[config.mk]
export PLATFORM = sky130hd
export DESIGN_NAME = dual_cmp_unit
export DESIGN_NICKNAME = d
export VERILOG_FILES = /design/src/rtl/cmp_pkg.sv /design/src/rtl/cmp_load_decode.sv /design/src/rtl/cmp_shadow_stage.sv /design/src/rtl/cmp_match_det.sv /design/src/rtl/dual_cmp_unit.sv
export SDC_FILE = /design/constraint.sdc
export NUM_CORES = 1
export LEC_CHECK = 0
export ABC_AREA = 1
export BUFFER_PORTS_ARGS = -buffer_cell sky130_fd_sc_hd__buf_2
export CAP_MARGIN = 20
export CORE_UTILIZATION = 55
export CTS_BUF_LIST = sky130_fd_sc_hd__clkbuf_8 sky130_fd_sc_hd__clkbuf_16
export CTS_CLUSTER_DIAMETER = 100
export DETAILED_ROUTE_END_ITERATION = 8
export PLACE_DENSITY_LB_ADDON = 0.3
export SLEW_MARGIN = 20
export SYNTH_ARGS = -nofsm -noshare
export SYNTH_HDL_FRONTEND = slang
export SYNTH_SLANG_ARGS = --single-unit
[constraint.sdc]
create_clock -name clk -period 2.4 [get_ports clk]
set_input_delay 0.12 -clock clk [delete_from_list [all_inputs] [get_ports clk]]
set_output_delay 0.12 -clock clk [all_outputs]
set_load 0.02 [all_outputs]
[src/rtl/cmp_pkg.sv]
package cmp_pkg;

   typedef enum logic [1:0] {
      LD_AT_ZERO   = 2'd0,
      LD_AT_PERIOD = 2'd1,
      LD_AT_EITHER = 2'd2,
      LD_FROZEN    = 2'd3
   } load_pt_e;

   localparam int unsigned NUM_CMP = 2;

endpackage

[src/rtl/cmp_load_decode.sv]
module cmp_load_decode
   import cmp_pkg::*;
(
   input  load_pt_e sel,
   input  logic     zero_evt,
   input  logic     prd_evt,
   output logic     load_now
);

   always_comb begin
      unique case (sel)
         LD_AT_ZERO:   load_now = zero_evt;
         LD_AT_PERIOD: load_now = prd_evt;
         LD_AT_EITHER: load_now = zero_evt | prd_evt;
         default:      load_now = 1'b0;
      endcase
   end

endmodule

[src/rtl/cmp_shadow_stage.sv]
module cmp_shadow_stage
   import cmp_pkg::*;
#(
   parameter int unsigned VAL_W = 16
) (
   input  logic             clk,
   input  logic             rst_n,
   input  logic             wr,
   input  logic             shadowed,
   input  logic [VAL_W-1:0] wr_val,
   input  logic             load_now,
   input  load_pt_e         sel,
   output logic [VAL_W-1:0] active,
   output logic             pending
);

   logic [VAL_W-1:0] shadow_q;
   logic             imm_wr;
   logic             shd_wr;
   logic             xfer;

   assign imm_wr = wr & ~shadowed;
   assign shd_wr = wr & shadowed;
   assign xfer   = load_now & pending & ~imm_wr;

   always_ff @(posedge clk) begin
      if (!rst_n) begin
         active   <= '0;
         shadow_q <= '0;
         pending  <= 1'b0;
      end else if (imm_wr) begin
         active  <= wr_val;
         pending <= 1'b0;
      end else begin
         if (xfer) begin
            active <= shadow_q;
         end
         if (shd_wr) begin
            shadow_q <= wr_val;
            pending  <= 1'b1;
         end else if (xfer) begin
            pending <= 1'b0;
         end
      end
   end

   // with nothing waiting and no immediate write, active holds
   assert_hold_idle_R7: assert property (@(posedge clk) disable iff (!rst_n)
      (!pending && !imm_wr) |=> $stable(active));

   // a frozen compare changes only through immediate writes
   assert_frozen_R5: assert property (@(posedge clk) disable iff (!rst_n)
      (sel == LD_FROZEN && !imm_wr) |=> ($stable(active) && (pending || !$past(pending))));

   // transfer copies the waiting value and empties the shadow
   assert_transfer_R4: assert property (@(posedge clk) disable iff (!rst_n)
      (load_now && pending && !wr) |=> (active == $past(shadow_q) && !pending));

   // a shadowed write always leaves a value waiting
   assert_write_pending_R6: assert property (@(posedge clk) disable iff (!rst_n)
      shd_wr |=> (pending && shadow_q == $past(wr_val)));

   // immediate write lands and drops the waiting value
   assert_immediate_R2: assert property (@(posedge clk) disable iff (!rst_n)
      imm_wr |=> (active == $past(wr_val) && !pending));

endmodule

[src/rtl/cmp_match_det.sv]
module cmp_match_det #(
   parameter int unsigned VAL_W = 16
) (
   input  logic             clk,
   input  logic             rst_n,
   input  logic [VAL_W-1:0] count,
   input  logic [VAL_W-1:0] active,
   input  logic             count_up,
   output logic             hit_up,
   output logic             hit_dn
);

   logic equal;

   assign equal = (count == active);

   always_ff @(posedge clk) begin
      if (!rst_n) begin
         hit_up <= 1'b0;
         hit_dn <= 1'b0;
      end else begin
         hit_up <= equal & count_up;
         hit_dn <= equal & ~count_up;
      end
   end

   // a strobe reflects the compare seen one cycle earlier
   assert_strobe_cause_R8: assert property (@(posedge clk) disable iff (!rst_n)
      (hit_up || hit_dn) |-> ($past(count) == $past(active)));

endmodule

[src/rtl/dual_cmp_unit.sv]
module dual_cmp_unit
   import cmp_pkg::*;
#(
   parameter int unsigned CNT_W = 16
) (
   input  logic             clk,
   input  logic             rst_n,
   input  logic [CNT_W-1:0] tb_count,
   input  logic             zero_evt,
   input  logic             prd_evt,
   input  logic             count_up,
   input  logic             wr_en,
   input  logic             wr_sel,
   input  logic [CNT_W-1:0] wr_data,
   input  logic [1:0]       shadow_mode,
   input  logic [1:0]       load_sel_a,
   input  logic [1:0]       load_sel_b,
   output logic [CNT_W-1:0] cmp_a,
   output logic [CNT_W-1:0] cmp_b,
   output logic [1:0]       shadow_full,
   output logic             match_a_up,
   output logic             match_a_dn,
   output logic             match_b_up,
   output logic             match_b_dn
);

   localparam int unsigned SEL_W = $clog2(NUM_CMP);

   generate
      if (CNT_W < 2 || CNT_W > 32) begin : g_bad_width
         $error("dual_cmp_unit: CNT_W must lie in 2..32");
      end
      if (SEL_W != 1) begin : g_bad_count
         $error("dual_cmp_unit: port map expects exactly two compares");
      end
   endgenerate

   logic [CNT_W-1:0] act_v [NUM_CMP];
   logic [1:0]       sel_raw [NUM_CMP];
   logic [NUM_CMP-1:0] up_v;
   logic [NUM_CMP-1:0] dn_v;

   assign sel_raw[0] = load_sel_a;
   assign sel_raw[1] = load_sel_b;

   for (genvar g = 0; g < NUM_CMP; g++) begin : g_cmp
      load_pt_e sel_e;
      logic     ld;
      logic     wr_mine;

      assign sel_e   = load_pt_e'(sel_raw[g]);
      assign wr_mine = wr_en & (wr_sel == SEL_W'(g));

      cmp_load_decode u_dec (
         .sel      (sel_e),
         .zero_evt (zero_evt),
         .prd_evt  (prd_evt),
         .load_now (ld)
      );

      cmp_shadow_stage #(.VAL_W(CNT_W)) u_stage (
         .clk      (clk),
         .rst_n    (rst_n),
         .wr       (wr_mine),
         .shadowed (shadow_mode[g]),
         .wr_val   (wr_data),
         .load_now (ld),
         .sel      (sel_e),
         .active   (act_v[g]),
         .pending  (shadow_full[g])
      );

      cmp_match_det #(.VAL_W(CNT_W)) u_match (
         .clk      (clk),
         .rst_n    (rst_n),
         .count    (tb_count),
         .active   (act_v[g]),
         .count_up (count_up),
         .hit_up   (up_v[g]),
         .hit_dn   (dn_v[g])
      );
   end

   assign cmp_a      = act_v[0];
   assign cmp_b      = act_v[1];
   assign match_a_up = up_v[0];
   assign match_a_dn = dn_v[0];
   assign match_b_up = up_v[1];
   assign match_b_dn = dn_v[1];

   // a write to A never disturbs B in the next cycle
   assert_isolated_R9: assert property (@(posedge clk) disable iff (!rst_n)
      (wr_en && !wr_sel && !prd_evt && !zero_evt) |=> $stable(cmp_b));

   // nothing pending or matched right after reset
   assert_reset_R1: assert property (@(posedge clk)
      !rst_n |=> (shadow_full == 2'b00 && !match_a_up && !match_b_dn));

endmodule

**Word-level counts from Yosys, hierarchy flattened**

Cells that the tools add are included.

- Bits in registers: 70
- Output and inout bits: 38
- Logic and storage cells: 58

- Equality and inequality tests: 6
- Mux-type cells: 10
- Bitwise logic cells: 22
- Reduce and logical (&&, ||, !) cells: 10

Operator list:

| operator | number |
|---|---|
| $mux 16 | 4 |
| $eq 16x16->1 | 2 |
| $and 1x1->1 | 14 |
| $reduce_bool 2->1 | 4 |
| $not 1->1 | 7 |
| $pmux 1 s3 | 2 |
| $eq 2x1->1 const B | 2 |
| $eq 2x2->1 const B | 2 |
| $logic_not 2->1 | 2 |
| $mux 1 | 4 |
| $reduce_and 2->1 | 2 |
| $reduce_or 2->1 | 2 |
| $or 1x1->1 | 1 |

**Longest topological paths before layout**

- Depth after elaboration: 7
- Mapped depth: 9

**Modules after synthesis**

From an unflattened synthesis, not the netlist that was laid out.

- Cells, all modules: 612
- Area total of the unflattened synthesis: 3708.6 um^2

Modules (own cells, without submodules):

| module | instances | cells each | area each (um^2) |
|---|---|---|---|
| cmp_shadow_stage | 2 | 201 | 1425.1 |
| cmp_match_det | 2 | 96 | 392.9 |
| cmp_load_decode | 2 | 7 | 27.5 |
| dual_cmp_unit | 1 | 4 | 17.5 |

**Least setup slack after synthesis**

No wires, ideal clock.

- Path type: register -> register
- Start point: register g_cmp[0].u_stage.active[2]
- End point: register g_cmp[0].u_match.hit_up
- Arrival time: 0.966 ns
- Data required time: 2.336 ns
- Path slack: 1.370 ns
- Cell stages (with the launch flop): 9
- Path buffers: 0
- Cells stage by stage: dfxtp_1 > inv_1 > nand2_1 > nand2_1 > nor2_1 > nand2_1 > nor2_1 > nand2_1 > nor2_1

- Cells in the longest elaborated chain, start to end: 2

RTL lines:

| what | RTL line | RTL |
|---|---|---|
| start: declaration | cmp_shadow_stage.sv:13 | `output logic [VAL_W-1:0] active,` |
| start signal: assignment | cmp_shadow_stage.sv:32 | `active <= wr_val;` |
| start signal: assignment | cmp_shadow_stage.sv:36 | `active <= shadow_q;` |
| $eq 16x16->1 | cmp_match_det.sv:15 | `assign equal = (count == active);` |
| $and 1x1->1 | cmp_match_det.sv:22 | `hit_up <= equal & count_up;` |
| end signal: assignment | cmp_match_det.sv:22 |  |
| end: declaration | cmp_match_det.sv:9 | `output logic hit_up,` |

Every way passes these cells.
A chain may end at the register's enable or synchronous reset.

**Final worst setup path**

- Start point: register g_cmp[0].u_stage.pending
- End point: register g_cmp[0].u_stage.active[6]

- Cells in the longest elaborated chain, start to end: 3

RTL lines:

| what | RTL line | RTL |
|---|---|---|
| start: declaration | cmp_shadow_stage.sv:14 | `output logic pending` |
| start signal: assignment | cmp_shadow_stage.sv:30 | `pending <= 1'b0;` |
| start signal: assignment | cmp_shadow_stage.sv:33 | `pending <= 1'b0;` |
| start signal: assignment | cmp_shadow_stage.sv:40 | `pending <= 1'b1;` |
| $and 1x1->1 (2 in a row) | cmp_shadow_stage.sv:24 | `assign xfer = load_now & pending & ~imm_wr;` |
| $reduce_bool 2->1 (no line) | - |  |

Every way passes these cells.

==> flow_summary.yaml <==
route:
  vias: 3760
  dr.max_layer_used: "met4"
  drc_errors: 0
  met3WireLength_um: 599
  dr_wl_met2_um: 3990
  ant_nets: 0
  first_pass_iters: 5
  wl_met1_um: 4410
  wire_per_inst_um: 12.5
  viasPerCell: 5.14
  wirelength_um: 9160
  drt_iter0_drc: 223
power:
  peakVddDrop_v: 0.000412
  power.total_w: 0.00292
  p_leak_nw: 2.29
  power_density_nw_per_um2: 685
finish:
  drive_gt1_share_pct: 17.4
  area.growth.synth_to_final_pct: 17.6
  fill_cells: 582
  final_cell_mix: "nand2_1 (176), buf_2 (82), inv_1 (70), dfxtp_1 (70), a21oi_1 (66)"
  post-route-cell-area_um2: 4270
  layout_commonest_cell: "nand2_1"
  n_antenna_cell: 0
  ff_latch_area_um2: 1400
  fin_util_pct: 67.2
  nNetsFinal: 694
  multiInputGateArea_um2: 1770
floorplan:
  start_util_pct: 57.1
  pin_count: 83
  die_area_um2: 6920
  die_h_um: 83.2
  die_w_um: 83.2
  coreArea_um2: 6350
  num_rows: 29
synth:
  yosysWarnings: 0
  synth_edf_count: 0
  synthCells: 583
  syn_area_per_cell_um2: 6.22
  ys_ff_latch: 70
  ys.flop_type: "dfxtp_1"
  syn_area_um2: 3630
  ys_seq_area_share_pct: 38.6
  synth-compound-area-share_pct: 18.4
  synth_nets: 628
  synth-simple-area-share_pct: 29.8
  synth_cell_types: 18
  synth-xor-area-share_pct: 0.483
  synth_fa_ha_area_share_pct: 0
  synth_top_family_by_area: "simple AND/OR/NAND/NOR gates"
  synthMuxAreaShare_pct: 0
  async_reset_ff_share_pct: 0
timing:
  period_minus_slack_ns: 1.33
  tightest_slew_ns: 0.613
  slew_headroom_pct: 59.2
  timing.final.ws_setup_ns: 1.07
  final.setup.tns_ns: 0
  finalCritPeriodShare_pct: 55.4
  fmax_mhz: 752
  slew_violations: 0
  finalHoldViolations: 0
  fin_skew_ns: 0.00879
  rsz0062_at_grt: "no"
  setup_viol: 0
global_routing:
  overflow: 0
  antenna_found_initial: 0
  grt_max_degree: 66
  grt_pass1_wl_um: 15500
  grt_pass1_vias: 3340
  grt_util_all_layers_pct: 27.4
clock_tree:
  clk_latency_ns: 0.35
  cts_htree_levels: 3
  cts.path.max_buffers: 2
  numCtsBuffers: 9
  cts_tree: "built"
  cts_root_buf: "clkbuf_8"
  cts_setup_buffers: 0
  clock_sinks: 70
  cts_resized: 0
  clk_pin_slew_worst_paths_ns: 0.08
  ctsHoldBuffers: 0
place:
  gp_congestion: 0.855
  io_buffers: 82
  hpwl_um: 6420
  pre_cts_slack_ns: 0.912
  dpl-instance-area_um2: 4020
setup_path:
  cp_max_fo: 18
  start_kind: "flip-flop"
  required_ns: 2.64
  end_kind: "flip-flop"
  rr_startpoint: "g_cmp[0].u_stage.pending$_SDFFE_PP0P_"
  cp-startpoint: "g_cmp[0].u_stage.pending$_SDFFE_PP0P_"
  arrival_ns: 1.57
  worst-setup-path-type: "reg -> reg"
worst_hold_path:
  min_from: "count_up"
  hold_class: "in -> reg"
flow_run:
  drv_cap: 0
status:
  status: "complete, no violations"
-- cells in the mapped netlist (3+ instances only) --
cell type	number	area (um^2)
a21oi_1	66	330
buf_2	21	105
buf_4	3	22.5
buf_6	3	33.8
clkbuf_1	8	30.0
dfxtp_1	70	1400
inv_1	70	263
nand2_1	177	664
nand3_1	35	175
nor2_1	56	210
o21ai_0	53	265
o21ai_1	11	55.1
-- per-layer routing --
metal  track usage, %  vias up
met2             39.8      147
met5                0        -
li1                 -     1961
met1             40.2     1638
met3             5.86       14
met4             9.56        0
-- final cells by class --
class / instances / area share [%]
Multi-Input combinational cell: 406 / 41.5
Timing Repair Buffer: 90 / 11.3
Tap cell: 77 / 2.26
Clock buffer: 9 / 2.90
Clock inverter: 7 / 2.82
Sequential cell: 70 / 32.9
Inverter: 72 / 6.34
-- kinds of logic (layout without fill, tap and decap cells) --
logic type | after synthesis | count (layout)
AND/OR/NAND/NOR | 272 | 272
AO/OA/AOI/OAI | 132 | 132
buffers and inverters | 107 | 178
flip-flops | 70 | 70
XOR/XNOR | 2 | 2
-- through the flow --
stage | std cells | hold WS (ns)
after floorplan | 583 | 0.270
after global placement | 715 | 0.391
after detailed placement | 715 | 0.398
after CTS | 731 | 0.0266
after global routing | 731 | 0.0370
final | 731 | 0.0355
-- where the power goes --
part / switching [W] / leakage [nW] / internal [W]
Combinational: 0.000303 / 1.60 / 0.000172
Sequential: 0.0000457 / 0.573 / 0.00123
Clock: 0.000481 / 0.120 / 0.000694
-- registers in the layout (all words and copies together), names as in the netlist --
register,count
g_cmp.u_stage.active,32
g_cmp.u_match.hit_dn,2
g_cmp.u_stage.pending,2
g_cmp.u_match.hit_up,2
g_cmp.u_stage.shadow_q,32
-- worst max-delay path, stage by stage, from the launching register on --
cell     delay (ns)
dfxtp_1        0.35
nand2_1        0.31
buf_4          0.33
a21oi_1        0.16
nor2_1         0.07
-- worst paths after layout --
kind / endpoint / slack [ns] / cells past startpoint
worst max register to register: g_cmp[0].u_stage.active[6]$_SDFFE_PN0P_ / 1.07 / 4
worst max-delay path: g_cmp[0].u_stage.active[6]$_SDFFE_PN0P_ / 1.07 / 4
worst min-delay path: g_cmp[1].u_match.hit_up$_SDFF_PN0_ / 0.04 / 3
worst min register to register: g_cmp[1].u_stage.shadow_q[0]$_SDFFE_PN0P_ / 0.54 / 2
(Power assumes the default switching activity.)
